**src/rtl/refresh_pkg.sv**
```systemverilog
package refresh_pkg;
  typedef enum logic [1:0] {
    RS_IDLE,
    RS_LEAD,
    RS_RAS,
    RS_PRE
  } refState_e;

  typedef struct packed {
    logic casOn;
    logic rasOn;
    logic done;
  } refStrobe_t;
endpackage

```
**src/rtl/refresh_ctl.sv**
```systemverilog
module refresh_ctl
  import refresh_pkg::*;
#(
  parameter int CAS_LEAD  = 2,
  parameter int RAS_WIDTH = 3,
  parameter int PRECHARGE = 2
) (
  input  logic       clk,
  input  logic       porRstN,
  input  logic       pendAny,
  input  logic       pendMulti,
  input  logic       grant,
  output refStrobe_t strobe,
  output logic       refBusy
);
  localparam int MAX_A = (CAS_LEAD > RAS_WIDTH) ? CAS_LEAD : RAS_WIDTH;
  localparam int MAX_PH = (MAX_A > PRECHARGE) ? MAX_A : PRECHARGE;
  localparam int CNT_W = (MAX_PH < 2) ? 1 : $clog2(MAX_PH);
  localparam logic [CNT_W-1:0] LEAD_LD = CNT_W'(CAS_LEAD - 1);
  localparam logic [CNT_W-1:0] RAS_LD  = CNT_W'(RAS_WIDTH - 1);
  localparam logic [CNT_W-1:0] PRE_LD  = CNT_W'(PRECHARGE - 1);

  refState_e state, stateNxt;
  logic [CNT_W-1:0] phCnt, phCntNxt;
  logic phEnd;

  assign phEnd = (phCnt == '0);

  always_comb begin
    stateNxt = state;
    phCntNxt = phEnd ? phCnt : phCnt - 1'b1;
    strobe.done = 1'b0;
    unique case (state)
      RS_IDLE: if (pendAny && grant) begin
        stateNxt = RS_LEAD;
        phCntNxt = LEAD_LD;
      end
      RS_LEAD: if (phEnd) begin
        stateNxt = RS_RAS;
        phCntNxt = RAS_LD;
      end
      RS_RAS: if (phEnd) begin
        stateNxt = RS_PRE;
        phCntNxt = PRE_LD;
      end
      RS_PRE: if (phEnd) begin
        strobe.done = 1'b1;
        if (pendMulti && grant) begin
          stateNxt = RS_LEAD;
          phCntNxt = LEAD_LD;
        end else begin
          stateNxt = RS_IDLE;
        end
      end
      default: stateNxt = RS_IDLE;
    endcase
  end

  always_ff @(posedge clk or negedge porRstN) begin
    if (!porRstN) begin
      state <= RS_IDLE;
      phCnt <= '0;
    end else begin
      state <= stateNxt;
      phCnt <= phCntNxt;
    end
  end

  assign strobe.casOn = (state == RS_LEAD) || (state == RS_RAS);
  assign strobe.rasOn = (state == RS_RAS);
  assign refBusy      = (state != RS_IDLE);

  // entry into the CAS lead phase only follows a granted cycle
  a_r6_start_granted: assert property (@(posedge clk) disable iff (!porRstN)
    (state == RS_LEAD && $past(state) != RS_LEAD) |-> $past(grant));

  // a completion only happens with work outstanding
  a_r7_done_needs_pend: assert property (@(posedge clk) disable iff (!porRstN)
    strobe.done |-> pendAny);
endmodule

```
**src/rtl/refresh_dp.sv**
```systemverilog
module refresh_dp
  import refresh_pkg::*;
#(
  parameter int PERIOD_W  = 8,
  parameter int STACK_MAX = 7
) (
  input  logic                clk,
  input  logic                porRstN,
  input  logic                cfgWe,
  input  logic [PERIOD_W-1:0] cfgPeriod,
  input  logic                cfgEnable,
  input  refStrobe_t          strobe,
  output logic                pendAny,
  output logic                pendMulti,
  output logic                rasN,
  output logic                casN
);
  localparam int PEND_W = $clog2(STACK_MAX + 1);
  localparam logic [PEND_W-1:0] PEND_CAP = PEND_W'(STACK_MAX);

  logic [PERIOD_W-1:0] periodReg, tmr;
  logic                enReg, tick;
  logic [PEND_W-1:0]   pend;

  assign tick = enReg && !cfgWe && (tmr <= PERIOD_W'(1));

  always_ff @(posedge clk or negedge porRstN) begin
    if (!porRstN) begin
      periodReg <= '0;
      enReg     <= 1'b0;
      tmr       <= '0;
    end else if (cfgWe) begin
      periodReg <= cfgPeriod;
      enReg     <= cfgEnable;
      tmr       <= cfgPeriod;
    end else if (enReg) begin
      tmr <= tick ? periodReg : tmr - 1'b1;
    end
  end

  always_ff @(posedge clk or negedge porRstN) begin
    if (!porRstN) begin
      pend <= '0;
    end else begin
      unique case ({tick, strobe.done})
        2'b10: if (pend != PEND_CAP) pend <= pend + 1'b1;
        2'b01: pend <= pend - 1'b1;
        default: pend <= pend;
      endcase
    end
  end

  assign pendAny   = (pend != '0);
  assign pendMulti = (pend > PEND_W'(1));

  always_ff @(posedge clk or negedge porRstN) begin
    if (!porRstN) begin
      rasN <= 1'b1;
      casN <= 1'b1;
    end else begin
      rasN <= !strobe.rasOn;
      casN <= !strobe.casOn;
    end
  end

  // a tick arriving at the cap is dropped
  a_r7_hold_at_cap: assert property (@(posedge clk) disable iff (!porRstN)
    (pend == PEND_CAP && tick && !strobe.done) |=> pend == PEND_CAP);

  // with the timer disabled, the pending count can only shrink
  a_r9_no_growth_disabled: assert property (@(posedge clk) disable iff (!porRstN)
    (!enReg && !cfgWe) |=> pend <= $past(pend));

  // a disabled timer holds its value
  a_r9_timer_frozen: assert property (@(posedge clk) disable iff (!porRstN)
    (!enReg && !cfgWe) |=> $stable(tmr));
endmodule

```
**src/rtl/dram_refresh_sched.sv**
```systemverilog
module dram_refresh_sched
  import refresh_pkg::*;
#(
  parameter int PERIOD_W  = 8,
  parameter int STACK_MAX = 7,
  parameter int CAS_LEAD  = 2,
  parameter int RAS_WIDTH = 3,
  parameter int PRECHARGE = 2
) (
  input  logic                clk,
  input  logic                porRstN,
  input  logic                extRst,
  input  logic                cfgWe,
  input  logic [PERIOD_W-1:0] cfgPeriod,
  input  logic                cfgEnable,
  input  logic                accBusy,
  output logic                refBusy,
  output logic                rasN,
  output logic                casN
);
  refStrobe_t strobe;
  logic pendAny, pendMulti, grant;

  assign grant = !accBusy || extRst;

  refresh_ctl #(
    .CAS_LEAD (CAS_LEAD),
    .RAS_WIDTH(RAS_WIDTH),
    .PRECHARGE(PRECHARGE)
  ) u_ctl (
    .clk      (clk),
    .porRstN  (porRstN),
    .pendAny  (pendAny),
    .pendMulti(pendMulti),
    .grant    (grant),
    .strobe   (strobe),
    .refBusy  (refBusy)
  );

  refresh_dp #(
    .PERIOD_W (PERIOD_W),
    .STACK_MAX(STACK_MAX)
  ) u_dp (
    .clk      (clk),
    .porRstN  (porRstN),
    .cfgWe    (cfgWe),
    .cfgPeriod(cfgPeriod),
    .cfgEnable(cfgEnable),
    .strobe   (strobe),
    .pendAny  (pendAny),
    .pendMulti(pendMulti),
    .rasN     (rasN),
    .casN     (casN)
  );

  // the row strobe falls only while the column strobe is already low
  a_r3_cas_first: assert property (@(posedge clk) disable iff (!porRstN)
    $fell(rasN) |-> !$past(casN));

  // both strobes are released on the same edge
  a_r4_joint_release: assert property (@(posedge clk) disable iff (!porRstN)
    $rose(rasN) |-> $rose(casN));

  // the bus is held whenever a strobe is active
  a_r5_busy_cover: assert property (@(posedge clk) disable iff (!porRstN)
    (!casN || !rasN) |-> refBusy);

  // a column strobe fall traces back to a granted deciding edge
  a_r6_cas_gated: assert property (@(posedge clk) disable iff (!porRstN)
    $fell(casN) |-> (!$past(accBusy, 2) || $past(extRst, 2)));
endmodule

```
**config.mk**
```make
export PLATFORM = sky130hd
export DESIGN_NAME = dram_refresh_sched
export DESIGN_NICKNAME = d
export VERILOG_FILES = /design/src/rtl/refresh_pkg.sv /design/src/rtl/refresh_ctl.sv /design/src/rtl/refresh_dp.sv /design/src/rtl/dram_refresh_sched.sv
export SDC_FILE = /design/constraint.sdc
export NUM_CORES = 1
export LEC_CHECK = 0
export BUFFER_PORTS_ARGS = -buffer_cell sky130_fd_sc_hd__buf_2
export CORE_ASPECT_RATIO = 1.75
export CORE_MARGIN = 3
export CORE_UTILIZATION = 45
export DETAILED_ROUTE_END_ITERATION = 8
export GPL_ROUTABILITY_DRIVEN = 0
export HOLD_SLACK_MARGIN = 0.06
export PLACE_DENSITY_LB_ADDON = 0.3
export SYNTH_ARGS = -nofsm -noshare
export SYNTH_HDL_FRONTEND = slang
export SYNTH_HIERARCHICAL = 1
export SYNTH_SLANG_ARGS = --single-unit
```
**constraint.sdc**
```tcl
create_clock -name clk -period 3.66 [get_ports clk]
set_input_delay 0.732 -clock clk [delete_from_list [all_inputs] [get_ports clk]]
set_output_delay 0.732 -clock clk [all_outputs]
set_load 0.02 [all_outputs]
```
==> metrics.txt <==
ranking of synthesized cells by area=dfrtp_1 36%, ha_1 14%, mux2_2 4.7%, inv_1 3.4%, dfstp_2 3.2%; Initial Utilization=0.480; syn nets=194; Worst path slowest cell=or4b_1; num rows=28; Reg area=around 650 um2; CP cell instances=buf_2 > or4b_1 > nor3_4 > o21ai_1 > a211oi_1; Pint=between 600 and 700 uW; Slew Viols, Final=0; Inst Count DP=216; die area=4490 um2; Initial DRT Pass Iterations=4; Critical Path RT=3.83 ns; worst slew pin tran=0.694 ns; sequential share of power=0.386; Synth area leader=dfrtp_1; vias per cell=5.81; Yosys reg bits=26; register area share after synthesis=0.392; CTS tree=built; Final Routed Wirelength=3380 um; Worst slew margin=0.536; H-tree levels=1; CTS Hold Bufs=0; CP max stage delay=~0.71 ns; Setup CP Type=in -> reg; root buf cell=clkbuf_8; design area=1800 um2; DR vias=1,272; number of global-route vias before repair=between 1k and 1.5k; switching part of the total power=0.397; proportion of layout cells with a drive suffix above 1=0.213; Worst Clk Skew=between 0.003 and 0.004 ns; Detail Placement HPWL=2560 um; Final Setup Violations=0; DIE WIDTH=52.0 um; Post-CTS Setup Inserts=0; antenna-violating nets left=0; Netlist Area Pre-Place=1660 um2; initial antenna violation count=0; PortBufs=16; Max VDD drop=0.000402 V; Lkg Pwr=0.806 nW; die height=between 80 and 90 um; post-synth cell types=51; yosys warns=6; CP arrival=around 2.8 ns; power per cell area=630 nW/um2; filler-free cell count of the finished design=approximately 220; ranking of synthesized cells by instance count=24 x dfrtp_1, 18 x ha_1, 15 x inv_1; final worst-path cycle share=0.706; clk buf depth=2; ys flop type=dfrtp_1; Final nets=208; DRT iter0 DRCs=40; unrepaired setup endpoints after global routing=false; average size of a mapped cell=10.3 um2; Yosys top cell area share=0.361; sw power=between 400 and 500 uW; Power, Total=~1.1 mW; Setup crit end kind=flop; fillers=roughly 310; CORE AREA=3470 um2; Crit Path Max Fanout=23; min-delay worst type=in -> async; minimum clock period=2.58 ns; startpoint types=primary input; Fmax=between 300 and 400 MHz; worst hold margin=0.459 ns; Total Routing Usage GR=0.168; Max-Cap Viols=0; post-cts sizing count=0; clock-pin transition on the worst setup and hold timing paths=0.09 ns; drt wl/cell=15.5 um; most frequent cell after synthesis=dfrtp_1; clk_lat worst skew=between 0.2 and 0.3 ns; grt ovf=0; Mapped Cells=162; area occupied by multi-input gates=916 um2; setup TNS=0 ns; clock network fraction of total power=0.141; clk sinks=26; outcome=completed; final hold vios=0; combinational share of power=0.473; Placed Area=1760 um2; async set or reset register ratio after synthesis=1.00; DRC=0; largest net degree at the start of global routing=27; diodes inserted=0; Post-synth EDFFs=0; cts bufs inserted=3; global-route wire length before repair=5800 um; io pins=17; P&R area growth vs syn=8.35%
final cells by class:
type	instances	area share
timing repair buffer	16	0.0444
multi-input combinational	114	0.508
sequential	26	0.362
tap	45	0.0312
inverter	15	0.0312
clock buffer	3	0.0229
sequential cells by signal, indices dropped and copies added, names as in the netlist:
| register | count |
|---|---|
| u_dp/casN | 1 |
| u_dp/tmr | 8 |
| u_ctl/state | 2 |
| u_dp/periodReg | 8 |
| u_dp/pend | 3 |
| u_ctl/phCnt | 2 |
| u_dp/enReg | 1 |
| u_dp/rasN | 1 |
cell usage in the layout, fill, tap and decap left out, types with 3 or more instances in the layout:
cell	n
a21oi_1	5
a222oi_1	3
a22oi_1	3
buf_2	16
clkbuf_8	3
dfrtp_1	24
ha_1	18
inv_1	15
mux2_2	7
nand2_1	9
nand2b_1	5
nor2_1	8
nor3_1	4
nor4_1	3
o21ai_0	3
o31ai_1	6
xnor2_1	3
worst max-delay path, delay by kind of cell:
family	cells	cell delay (ns)
buffers and inverters	1	0.23
AND/OR/NAND/NOR	2	1.37
AO/OA/AOI/OAI	2	0.43
layer usage:
metal,GRT usage,wire (um),vias to the layer above
met1,0.186,1370,629
met3,0.0155,122,6
li1,-,-,608
met5,0,0,-
met2,0.312,1820,29
met4,0.0740,67,0
cells by family (layout without fill, tap and decap cells):
| group | count (synthesis) | in the layout | synth area share |
|---|---|---|---|
| fa+ha+maj | 18 | 18 | 0.135 |
| xor+xnor | 5 | 5 | 0.0263 |
| simple gates | 40 | 40 | 0.135 |
| compound gates | 42 | 42 | 0.192 |
| flops | 26 | 26 | 0.392 |
| mux | 9 | 9 | 0.0624 |
| buf+inv | 22 | 34 | 0.0571 |
worst paths after layout:
| path | start | endpoint | slack, ns | cells past startpoint |
|---|---|---|---|---|
| worst max-delay path | cfgWe | u_dp/pend[2]$_DFFE_PN0P_ | 1.08 | 5 |
| worst min-delay path | porRstN | u_dp/periodReg[4]$_DFFE_PN0P_ | 0.46 | 1 |
| worst max register to register | u_dp/tmr[3]$_DFFE_PN0P_ | u_dp/pend[2]$_DFFE_PN0P_ | 1.40 | 4 |
| worst min register to register | u_dp/periodReg[2]$_DFFE_PN0P_ | u_dp/tmr[2]$_DFFE_PN0P_ | 0.51 | 2 |
| max in group asynchronous | porRstN | u_dp/pend[2]$_DFFE_PN0P_ | 2.80 | 1 |
| min in group clk | u_dp/periodReg[2]$_DFFE_PN0P_ | u_dp/tmr[2]$_DFFE_PN0P_ | 0.51 | 2 |
through the flow:
stage,utilization,worst slack (ns)
after floorplan,-,1.51
after global placement,0.508,0.914
after CTS,0.520,1.11
final,0.520,1.08
after global routing,0.520,0.905
after detailed placement,0.508,0.833
power groups by stage:
stage / clock network (mW) / logic, mW / registers (mW)
after floorplan: 0 / 0.417 / 0.440
after global placement: 0 / 0.507 / 0.440
after detailed placement: 0 / 0.539 / 0.443
after CTS: 0.168 / 0.541 / 0.438
after global routing: 0.180 / 0.600 / 0.451
final: 0.160 / 0.538 / 0.438
(Power assumes the default switching activity.)
